--- src/rtl/dtimer_pkg.sv ---
package dtimer_pkg;

  localparam int ADDR_W = 2;

  localparam logic [ADDR_W-1:0] ADDR_CTRL  = 2'd0;
  localparam logic [ADDR_W-1:0] ADDR_CONST = 2'd1;
  localparam logic [ADDR_W-1:0] ADDR_COUNT = 2'd2;

  // Strobes from the control side into the datapath
  typedef struct packed {
    logic wrConst;
    logic wrCount;
    logic countEn;
  } dpStrobe_t;

endpackage

--- src/rtl/dtimer_ctrl.sv ---
module dtimer_ctrl
  import dtimer_pkg::*;
#(
  parameter int CTRL_W   = 16,
  parameter int NUM_TAPS = 5,
  parameter int SEL_W    = 3,
  parameter int LOW_W    = 6,
  parameter int FLAG_BIT = 8,
  parameter int IE_BIT   = 5
) (
  input  logic              clk,
  input  logic              rstN,
  input  logic [ADDR_W-1:0] regAddr,
  input  logic              regWrEn,
  input  logic [CTRL_W-1:0] wrCtrlData,
  input  logic [NUM_TAPS-1:0] tapCe,
  input  logic              underflow,
  output dpStrobe_t         strobe,
  output logic [CTRL_W-1:0] ctrlQ,
  output logic              irq
);

  logic [LOW_W-1:0]    lowQ;
  logic                flagQ;
  logic                wrCtrl;
  logic [NUM_TAPS-1:0] tapHit;

  assign wrCtrl = regWrEn && (regAddr == ADDR_CTRL);

  // One comparator per tap; unmatched codes give no enable
  for (genvar g = 0; g < NUM_TAPS; g++) begin : g_tap
    assign tapHit[g] = (lowQ[SEL_W-1:0] == SEL_W'(g)) && tapCe[g];
  end

  always_comb begin
    strobe         = '0;
    strobe.countEn = |tapHit;
    strobe.wrConst = regWrEn && (regAddr == ADDR_CONST);
    strobe.wrCount = regWrEn && (regAddr == ADDR_COUNT);
  end

  always_ff @(posedge clk or negedge rstN) begin
    if (!rstN) begin
      lowQ  <= '0;
      flagQ <= 1'b0;
    end else begin
      if (wrCtrl) lowQ <= wrCtrlData[LOW_W-1:0];
      if (underflow)                          flagQ <= 1'b1;
      else if (wrCtrl && !wrCtrlData[FLAG_BIT]) flagQ <= 1'b0;
    end
  end

  always_comb begin
    ctrlQ              = '0;
    ctrlQ[LOW_W-1:0]   = lowQ;
    ctrlQ[FLAG_BIT]    = flagQ;
  end

  assign irq = flagQ && lowQ[IE_BIT];

endmodule

--- src/rtl/dtimer_datapath.sv ---
module dtimer_datapath
  import dtimer_pkg::*;
#(
  parameter int CNT_W = 32
) (
  input  logic             clk,
  input  logic             rstN,
  input  dpStrobe_t        strobe,
  input  logic [CNT_W-1:0] wrData,
  output logic [CNT_W-1:0] cntQ,
  output logic [CNT_W-1:0] constQ,
  output logic             underflow
);

  localparam logic [CNT_W-1:0] RESET_VAL = '1;

  logic atZero;

  assign atZero    = (cntQ == '0);
  assign underflow = strobe.countEn && !strobe.wrCount && atZero;

  always_ff @(posedge clk or negedge rstN) begin
    if (!rstN) begin
      cntQ   <= RESET_VAL;
      constQ <= RESET_VAL;
    end else begin
      if (strobe.wrConst) constQ <= wrData;
      if (strobe.wrCount)      cntQ <= wrData;
      else if (strobe.countEn) cntQ <= atZero ? constQ : cntQ - 1'b1;
    end
  end

endmodule

--- src/rtl/dtimer_channel.sv ---
module dtimer_channel
  import dtimer_pkg::*;
#(
  parameter int CNT_W    = 32,
  parameter int CTRL_W   = 16,
  parameter int NUM_TAPS = 5
) (
  input  logic                clk,
  input  logic                rstPowerN,
  input  logic                rstManualN,
  input  logic [ADDR_W-1:0]   regAddr,
  input  logic                regWrEn,
  input  logic [CNT_W-1:0]    regWrData,
  output logic [CNT_W-1:0]    regRdData,
  input  logic [NUM_TAPS-1:0] tapCe,
  output logic                irq
);

  localparam int SEL_W = $clog2(NUM_TAPS + 1);

  logic             rstN;
  dpStrobe_t        strobe;
  logic [CTRL_W-1:0] ctrlQ;
  logic [CNT_W-1:0] cntQ;
  logic [CNT_W-1:0] constQ;
  logic             underflow;

  assign rstN = rstPowerN && rstManualN;

  dtimer_ctrl #(
    .CTRL_W(CTRL_W), .NUM_TAPS(NUM_TAPS), .SEL_W(SEL_W),
    .LOW_W(6), .FLAG_BIT(8), .IE_BIT(5)
  ) u_ctrl (
    .clk(clk), .rstN(rstN), .regAddr(regAddr), .regWrEn(regWrEn),
    .wrCtrlData(regWrData[CTRL_W-1:0]), .tapCe(tapCe),
    .underflow(underflow), .strobe(strobe), .ctrlQ(ctrlQ), .irq(irq)
  );

  dtimer_datapath #(.CNT_W(CNT_W)) u_dp (
    .clk(clk), .rstN(rstN), .strobe(strobe), .wrData(regWrData),
    .cntQ(cntQ), .constQ(constQ), .underflow(underflow)
  );

  always_comb begin
    unique case (regAddr)
      ADDR_CTRL:  regRdData = CNT_W'(ctrlQ);
      ADDR_CONST: regRdData = constQ;
      ADDR_COUNT: regRdData = cntQ;
      default:    regRdData = '0;
    endcase
  end

endmodule

--- config.mk ---
export PLATFORM = sky130hd
export DESIGN_NAME = dtimer_channel
export DESIGN_NICKNAME = d
export VERILOG_FILES = /design/src/rtl/dtimer_pkg.sv /design/src/rtl/dtimer_ctrl.sv /design/src/rtl/dtimer_datapath.sv /design/src/rtl/dtimer_channel.sv
export SDC_FILE = /design/constraint.sdc
export NUM_CORES = 1
export LEC_CHECK = 0
export BUFFER_PORTS_ARGS = -buffer_cell sky130_fd_sc_hd__buf_4
export CORE_AREA = 2 2 91 93
export CTS_CLUSTER_SIZE = 40
export DETAILED_ROUTE_END_ITERATION = 8
export DIE_AREA = 0 0 93 95
export GPL_ROUTABILITY_DRIVEN = 0
export PLACE_DENSITY = 0.8
export SLEW_MARGIN = 10
export SYNTH_ARGS = -nofsm -noshare
export SYNTH_HDL_FRONTEND = slang
export SYNTH_SLANG_ARGS = --single-unit
--- constraint.sdc ---
create_clock -name clk -period 3.3 [get_ports clk]
set_clock_uncertainty 0.2 [all_clocks]
set_input_delay 0.495 -clock clk [delete_from_list [all_inputs] [get_ports clk]]
set_output_delay 0.495 -clock clk [all_outputs]
set_load 0.005 [all_outputs]
==> flow_summary_export.csv, run 1 <==
group,metric,value,unit
cells_and_area,layout-drive-gt1-share,43.58,%
worst_setup_path,crit_type,"reg -> reg",
floorplan,ios,76,
logic_synthesis,syn_inst,440,
clock_tree,cts-resized-gates,0,
drt,via_per_inst,6.454,
sta,grt_setup_unrepaired,"false",
floorplan,die_area,0.008835,mm2
global_routing,grt_pass1_wl,20.16,mm
flow_run,drv_cap,0,
logic_synthesis,ys_types,53,
global_routing,grt_pass1_vias,4116,
sta,finalHoldViolCount,0,
drt,routedWlPerCell,19.29,um
worst_hold_path,hp-class,"in -> reg",
logic_synthesis,netlist_top_cells_area,"dfstp_2 38%, mux2_2 9.5%, o21ai_0 5.5%, a22oi_1 5.0%, a22o_1 4.8%",
clock_tree,clock_path_buffers,2,
sta,layout_setup_ws,437.3,ps
placement,pre_cts_ws,491.2,ps
logic_synthesis,yosysTopAreaCell,"dfstp_2",
cells_and_area,postLayoutCellArea,0.005404,mm2
cells_and_area,nets,554,
worst_setup_path,arrival,2930,ps
placement,dp_hpwl,8.188,mm
clock_tree,htreeDepth,3,
worst_setup_path,crit_family,"simple AND/OR/NAND/NOR gates",
clock_tree,holdBufCountCts,0,
worst_setup_path,end_kind,"register",
logic_synthesis,synthesis.nets,485,
placement,place_area,0.005111,mm2
global_routing,antenna_found_initial,0,
sta,slew_headroom,46.04,%
logic_synthesis,yosysWarnings,0,
floorplan,rows,33,
sta,finalMaxSlewViolations,0,
worst_setup_path,critPathRequiredTime,3360,ps
logic_synthesis,synth_edf_count,0,
sta,tightest_slew,809.4,ps
worst_setup_path,crit_buf_inv,1,
sta,fin_setup_tns,0,ps
worst_setup_path,path_cells,"inv_1 > ha_1 > nor4b_1 > nand2b_1 > or4_4 > o311a_1 > o31ai_1",
cells_and_area,antennaDiodeCount,0,
logic_synthesis,ys_ff_latch,71,
logic_synthesis,async_flop_share,100.0,%
drt,routed_wirelength,11.94,mm
placement,port_buffers,75,
logic_synthesis,yosys.cell_count.top_type,"dfstp_2",
logic_synthesis,syn_area,0.004397,mm2
clock_tree,cts_buffers,9,
clock_tree,clk_pin_slew,80,ps
pwr,p_per_area,776.6,mW/mm2
drt,drt-pass1-iter-count,5,
run_status,outcome,"finished, final reports clean",
drt,vias,3995,
sta,period_needed,2863,ps
global_routing,grt_max_degree,40,
drt,drc,0,
drt,ant_nets,0,
sta,max_freq,349.3,MHz
clock_tree,clock-sinks,71,
clock_tree,cts_root_buf,"clkbuf_8",
logic_synthesis,synth-main-ff-cell,"dfstp_2",
logic_synthesis,synth_top_cell_area_share,38.25,%
pwr,p_leak,2.182,nW
worst_setup_path,critical_path.slowest_cell,"or4_4",
floorplan,core,0.007928,mm2
logic_synthesis,avgSynthCellArea,9.993,um2
clock_tree,cts_tree,"built",
clock_tree,cts_setup_buffers,0,
sta,final-setup-viol-count,0,
worst_setup_path,slowest_delay,500,ps
pwr,vdd_drop_max,452.4,uV
floorplan,die_h,95,um
clock_tree,clk_latency,360,ps
cells_and_area,syn2layout_area_growth,22.91,%
logic_synthesis,seq_area_frac_synth,42.23,%
logic_synthesis,synth_commonest_cells,"64 x dfstp_2, 48 x o21ai_0, 37 x mux2_2, 29 x a22oi_1, 26 x clkbuf_1",
worst_setup_path,crit_fanout,9,
floorplan,start_util,55.46,%
sta,period_share,86.75,%
cells_and_area,n_fill_cell,615,
worst_setup_path,cp-start-kind,"register",
floorplan,dieWidth,93,um
global_routing,grtUsageTotal,28.85,%
global_routing,grt_overflow,0,
drt,drt-initial-drc-count,243,
## path summary, 6_finish.rpt
check	from	to	slack, ps	cells after the start
worst min register to register	u_dp.constQ[17]	u_dp.cntQ[17]	310	2
worst min-delay path	regWrData[0]	u_ctrl.lowQ[0]	170	3
worst max-delay path	u_dp.cntQ[0]	u_dp.cntQ[30]	440	7
min in group asynchronous	rstManualN	u_dp.cntQ[6]	550	2
worst max register to register	u_dp.cntQ[0]	u_dp.cntQ[30]	440	7
max in group asynchronous	rstPowerN	u_dp.cntQ[28]	2000	3
## placed cells by master (no fill, tap or decap), types with 3 or more instances in the layout
cell,n
nand2b_1,3
o31a_1,3
or3_1,5
dfrtp_1,7
nand4_1,3
clkbuf_8,10
nand4b_1,3
nor4_1,17
nor2_1,11
mux2_2,37
xor2_1,4
nor3_1,23
o211ai_1,6
o21ai_0,48
o21a_1,5
inv_1,8
dfstp_2,64
xnor2_1,12
nand3_1,10
a22o_1,24
mux2i_1,19
bufinv_16,5
o31ai_1,3
nand2_1,22
buf_4,91
a22oi_1,29
## metal layers
layer	up-vias	wire, um	GRT usage [%]
li1	1826	-	-
met1	2022	5055	37.11
met2	124	6070	49.03
met3	23	599	4.868
met4	0	214	10.91
met5	-	0	0
## worst register-to-register path: cells and delay by family, from the launching register on
family          cells  cell delay (ps)
buf+inv             1               80
fa+ha+maj           1              240
flops               1              390
simple gates        3             1290
compound gates      2              570
## cell type report
cell class | count | area [um2] | share of cell area, %
sequential | 71 | 1857 | 34.36
multi-input combinational | 326 | 2370 | 43.85
clock inverter | 6 | 155.1 | 2.871
inverter | 8 | 30.03 | 0.5557
tap | 105 | 131.4 | 2.431
timing repair buffer | 93 | 723.2 | 13.38
clock buffer | 10 | 137.6 | 2.547
## sequential cells by signal, summed over array words and instances (netlist names)
name / flops
u_dp.cntQ: 32
u_dp.constQ: 32
u_ctrl.lowQ: 6
u_ctrl.flagQ: 1
## power by group
group	internal, mW	switching [mW]
clock	0.675	0.341
sequential	1.34	0.409
combinational	0.710	0.722
total	2.72	1.47
## logic make-up (layout without fill, tap and decap cells)
family	count (synthesis)	in the layout	synth area share, %
compound gates	132	132	20.75
simple gates	120	120	15.37
flops	71	71	42.23
mux	56	56	13.80
buf+inv	43	117	4.098
xor+xnor	16	16	3.187
fa+ha+maj	2	2	0.5691
## metrics by stage
step           util [%]  hold slack (ps)  power (mW)  instances
4_1_cts           68.17            166.5       4.178        619
5_1_grt           68.17            174.7       4.444        619
3_5_place_dp      64.47            301.4       3.150        603
2_1_floorplan         -            280.0       2.640        440
3_3_place_gp      64.47            289.2       3.087        603
6_report          68.17            167.6       4.197        619
Power figures use the tool's default switching activity.
==> run 2: changes to the inputs <==
Settings changed: CTS_BUF_LIST set to sky130_fd_sc_hd__clkbuf_16.
==> flow_summary_export.csv, run 2 (synthesis gave the netlist of run 1 again) <==
group,metric,value,unit
global_routing,grt_overflow,0,
pwr,power.switching,1.517,mW
cells_and_area,nets,554,
cells_and_area,final_cell_mix,"91 x buf_4, 64 x dfstp_2, 48 x o21ai_0",
drt,ant_nets,0,
worst_setup_path,crit_fanout,9,
global_routing,antenna_found_initial,0,
sta,grt_setup_unrepaired,"false",
clock_tree,clock-sinks,71,
drt,vias,4061,
floorplan,start_util,55.46,%
cells_and_area,antennaDiodeCount,0,
floorplan,die_area,0.008835,mm2
cells_and_area,final_common_cell,"buf_4",
cells_and_area,layout-drive-gt1-share,43.39,%
worst_setup_path,cp-start-kind,"register",
worst_setup_path,end_kind,"register",
global_routing,grt_pass1_wl,20.73,mm
cells_and_area,n_fill_cell,597,
worst_setup_path,arrival,2930,ps
drt,routed_wirelength,12.26,mm
cells_and_area,reg_top3,"u_dp.cntQ x32, u_dp.constQ x32, u_ctrl.lowQ x6",
pwr,p_per_area,810.9,mW/mm2
sta,tightest_slew,809.6,ps
clock_tree,htreeDepth,3,
floorplan,rows,33,
pwr,fin_total_pwr,4.456,mW
clock_tree,clk_pin_slew,60,ps
run_status,outcome,"finished, final reports clean",
pwr,vdd_drop_max,423.0,uV
clock_tree,cts_setup_buffers,0,
worst_hold_path,hp-class,"in -> reg",
drt,drt-pass1-iter-count,5,
placement,pre_cts_ws,491.2,ps
sta,layout_setup_ws,407.3,ps
floorplan,core,0.007928,mm2
sta,finalMaxSlewViolations,0,
worst_setup_path,critPathRequiredTime,3340,ps
sta,period_share,87.66,%
drt,via_per_inst,6.561,
cells_and_area,regArea,0.001857,mm2
sta,max_freq,345.7,MHz
clock_tree,cts_root_buf,"clkbuf_16",
worst_setup_path,crit_type,"reg -> reg",
floorplan,dieWidth,93,um
drt,drc,0,
clock_tree,clk_latency,340,ps
worst_setup_path,path_cells,"inv_1 > ha_1 > nor4b_1 > nand2b_1 > or4_4 > o311a_1 > o31ai_1",
sta,final-setup-viol-count,0,
drt,drt-initial-drc-count,294,
clock_tree,cts_buffers,9,
global_routing,grt_max_degree,40,
drt,routedWlPerCell,19.80,um
placement,port_buffers,75,
global_routing,grt_pass1_vias,4226,
clock_tree,clock_path_buffers,2,
floorplan,ios,76,
sta,fin_setup_tns,0,ps
sta,finalHoldViolCount,0,
pwr,combPwrFrac,32.4,%
clock_tree,cts-resized-gates,0,
floorplan,die_h,95,um
sta,slew_headroom,46.03,%
cells_and_area,syn2layout_area_growth,24.99,%
global_routing,grtUsageTotal,29.73,%
pwr,p_leak,2.223,nW
clock_tree,holdBufCountCts,0,
worst_setup_path,slowest_delay,500,ps
cells_and_area,multi_input_area,0.002370,mm2
pwr,p_int,2.939,mW
pwr,clkPwrFrac,28.3,%
pwr,switching_share,34.04,%
placement,dp_hpwl,8.188,mm
flow_run,drv_cap,0,
clock_tree,cts_tree,"built",
sta,period_needed,2893,ps
worst_setup_path,critical_path.slowest_cell,"or4_4",
pwr,seqPwrFrac,39.3,%
-- run 2: final timing paths --
| path | startpoint | to | slack, ps | cells after the start |
|---|---|---|---|---|
| hold / removal | regWrData[0] | u_ctrl.lowQ[0] | 180 | 3 |
| hold reg to reg | u_dp.constQ[17] | u_dp.cntQ[17] | 310 | 2 |
| min in group asynchronous | rstManualN | u_dp.cntQ[6] | 560 | 2 |
| setup reg to reg | u_dp.cntQ[0] | u_dp.cntQ[30] | 410 | 7 |
| setup / recovery | u_dp.cntQ[0] | u_dp.cntQ[30] | 410 | 7 |
| max in group asynchronous | rstPowerN | u_dp.cntQ[25] | 1990 | 3 |
-- run 2: area by class of cell --
type,instances,share of cell area (%)
Multi-Input combinational cell,326,43.12
Sequential cell,71,33.79
Timing Repair Buffer,93,13.16
Clock buffer,9,4.098
Clock inverter,7,2.892
Tap cell,105,2.391
Inverter,8,0.5464
-- run 2: power groups by stage --
stage | combinational (mW) | sequential, mW | clock, mW
floorplan | 1.09 | 1.55 | 0
global placement | 1.37 | 1.72 | 0
detailed placement | 1.41 | 1.74 | 0
CTS | 1.44 | 1.74 | 1.27
global route | 1.60 | 1.81 | 1.30
finish | 1.44 | 1.75 | 1.26
-- run 2: through the flow --
| stage | std cells | util [%] | instance area, um2 | hold WS, ps |
|---|---|---|---|---|
| floorplan | 440 | - | 4397 | 280.0 |
| global placement | 603 | 64.47 | 5111 | 289.2 |
| detailed placement | 603 | 64.47 | 5111 | 301.4 |
| CTS | 619 | 69.32 | 5495 | 188.5 |
| global route | 619 | 69.32 | 5495 | 202.5 |
| finish | 619 | 69.32 | 5495 | 184.4 |
-- run 2: critical path, delay by kind of cell (launching register included) --
family	cells	cell delay (ps)
buf+inv	1	80
simple gates	3	1320
flops	1	390
fa+ha+maj	1	240
compound gates	2	570
-- run 2: metal layers --
metal | track usage (%) | part of all wire [%] | vias up
met5 | 0 | 0 | -
met4 | 13.73 | 2.0 | 0
met3 | 5.427 | 6.2 | 28
met2 | 50.72 | 52 | 177
met1 | 36.79 | 39 | 2030
li1 | - | - | 1826
==> run 3: changes to the inputs <==
Settings changed: REMOVE_ABC_BUFFERS set to 1.
==> flow_summary_export.csv, run 3 (synthesis gave the netlist of run 1 again) <==
group,metric,value,unit
cells_and_area,final_cell_mix,"93 x buf_4, 64 x dfstp_2, 48 x o21ai_0",
worst_setup_path,critPathRequiredTime,3350,ps
worst_setup_path,cp-start-kind,"register",
drt,drt-initial-drc-count,308,
global_routing,grtUsageTotal,29.60,%
clock_tree,clock_path_buffers,2,
cells_and_area,reg_top3,"u_dp.cntQ x32, u_dp.constQ x32, u_ctrl.lowQ x6",
floorplan,core,0.007928,mm2
clock_tree,holdBufCountCts,0,
worst_setup_path,crit_fanout,9,
clock_tree,cts_tree,"built",
floorplan,start_util,55.46,%
placement,port_buffers,75,
worst_setup_path,arrival,2950,ps
sta,layout_setup_ws,396.0,ps
cells_and_area,layout-drive-gt1-share,43.19,%
floorplan,die_area,0.008835,mm2
clock_tree,clock-sinks,71,
sta,tightest_slew,606.4,ps
worst_setup_path,reg2reg_from,"u_dp.cntQ[0]",
sta,final-setup-viol-count,0,
cells_and_area,antennaDiodeCount,0,
drt,via_per_inst,6.528,
clock_tree,htreeDepth,3,
global_routing,antenna_found_initial,0,
cells_and_area,nets,554,
placement,dp_hpwl,8.258,mm
flow_run,drv_cap,0,
clock_tree,clk_pin_slew,60,ps
drt,routed_wirelength,12.24,mm
drt,routedWlPerCell,19.78,um
clock_tree,cts-resized-gates,0,
pwr,p_per_area,802.6,mW/mm2
drt,ant_nets,0,
clock_tree,cts_setup_buffers,0,
sta,finalMaxSlewViolations,0,
cells_and_area,syn2layout_area_growth,23.88,%
worst_setup_path,crit_end,"u_dp.cntQ[30]",
sta,slew_headroom,59.20,%
worst_setup_path,rr_worst_depth,7,
global_routing,grt_overflow,0,
floorplan,ios,76,
sta,period_share,88.00,%
drt,vias,4041,
floorplan,dieWidth,93,um
sta,fin_setup_tns,0,ps
worst_hold_path,hp-class,"in -> async",
drt,drt-pass1-iter-count,5,
pwr,vdd_drop_max,393.9,uV
worst_setup_path,crit_type,"reg -> reg",
placement,pre_cts_ws,484.4,ps
sta,finalHoldViolCount,0,
floorplan,die_h,95,um
worst_setup_path,end_kind,"register",
drt,drc,0,
pwr,p_leak,2.199,nW
worst_setup_path,r2r_slack,400,ps
sta,grt_setup_unrepaired,"false",
global_routing,grt_pass1_vias,4123,
worst_setup_path,startpoint,"u_dp.cntQ[0]",
run_status,outcome,"finished, final reports clean",
worst_setup_path,r2r-end,"u_dp.cntQ[30]",
sta,period_needed,2904,ps
clock_tree,cts_buffers,9,
global_routing,grt_max_degree,30,
cells_and_area,final_util,68.70,%
clock_tree,clk_latency,330,ps
floorplan,rows,33,
clock_tree,cts_root_buf,"clkbuf_16",
sta,max_freq,344.4,MHz
global_routing,grt_pass1_wl,20.63,mm
cells_and_area,final_common_cell,"buf_4",
-- run 3: critical path: stages, from the launching register on --
cell	delay [ps]
dfstp_2	380
inv_1	90
ha_1	230
nor4b_1	520
nand2b_1	350
or4_4	510
o311a_1	310
o31ai_1	230
-- run 3: routing by layer --
layer  vias up  GRT usage (%)  routed length, um
met5         -              0                  0
met3        32          5.427                892
met2       182          48.91               5999
met1      2007          38.02               5035
met4         0          13.36                313
li1       1820              -                  -
-- run 3: worst min path at each step --
stage	to	slack, ps	cells past startpoint
3_3_place_gp	u_ctrl.lowQ[3]	290	1
2_1_floorplan	u_ctrl.lowQ[3]	280	1
6_report	u_ctrl.flagQ	80	2
3_5_place_dp	u_ctrl.lowQ[3]	300	1
4_1_cts	u_ctrl.flagQ	80	2
5_1_grt	u_ctrl.flagQ	120	2
-- run 3: layout make-up --
| class | instances | area [um2] |
|---|---|---|
| Tap cell | 105 | 131.4 |
| Clock buffer | 9 | 225.2 |
| Fill cell | 649 | 2481 |
| Multi-Input combinational cell | 326 | 2370 |
| Sequential cell | 71 | 1857 |
| Clock inverter | 7 | 135.1 |
| Timing Repair Buffer | 93 | 698.2 |
| Inverter | 8 | 30.03 |
-- run 3: per-stage QoR --
stage,instances,hold slack [ps],total power [mW],cell area [um2]
6_report,619,84.59,4.372,5446
3_5_place_dp,603,295.3,3.146,5086
2_1_floorplan,405,280.0,2.587,4247
3_3_place_gp,603,287.4,3.083,5086
4_1_cts,619,77.67,4.360,5446
5_1_grt,619,116.0,4.628,5446
-- run 3: report_power, final --
group          internal, mW  switching [mW]
logic                 0.709           0.730
clock network         0.810           0.377
registers              1.34           0.405
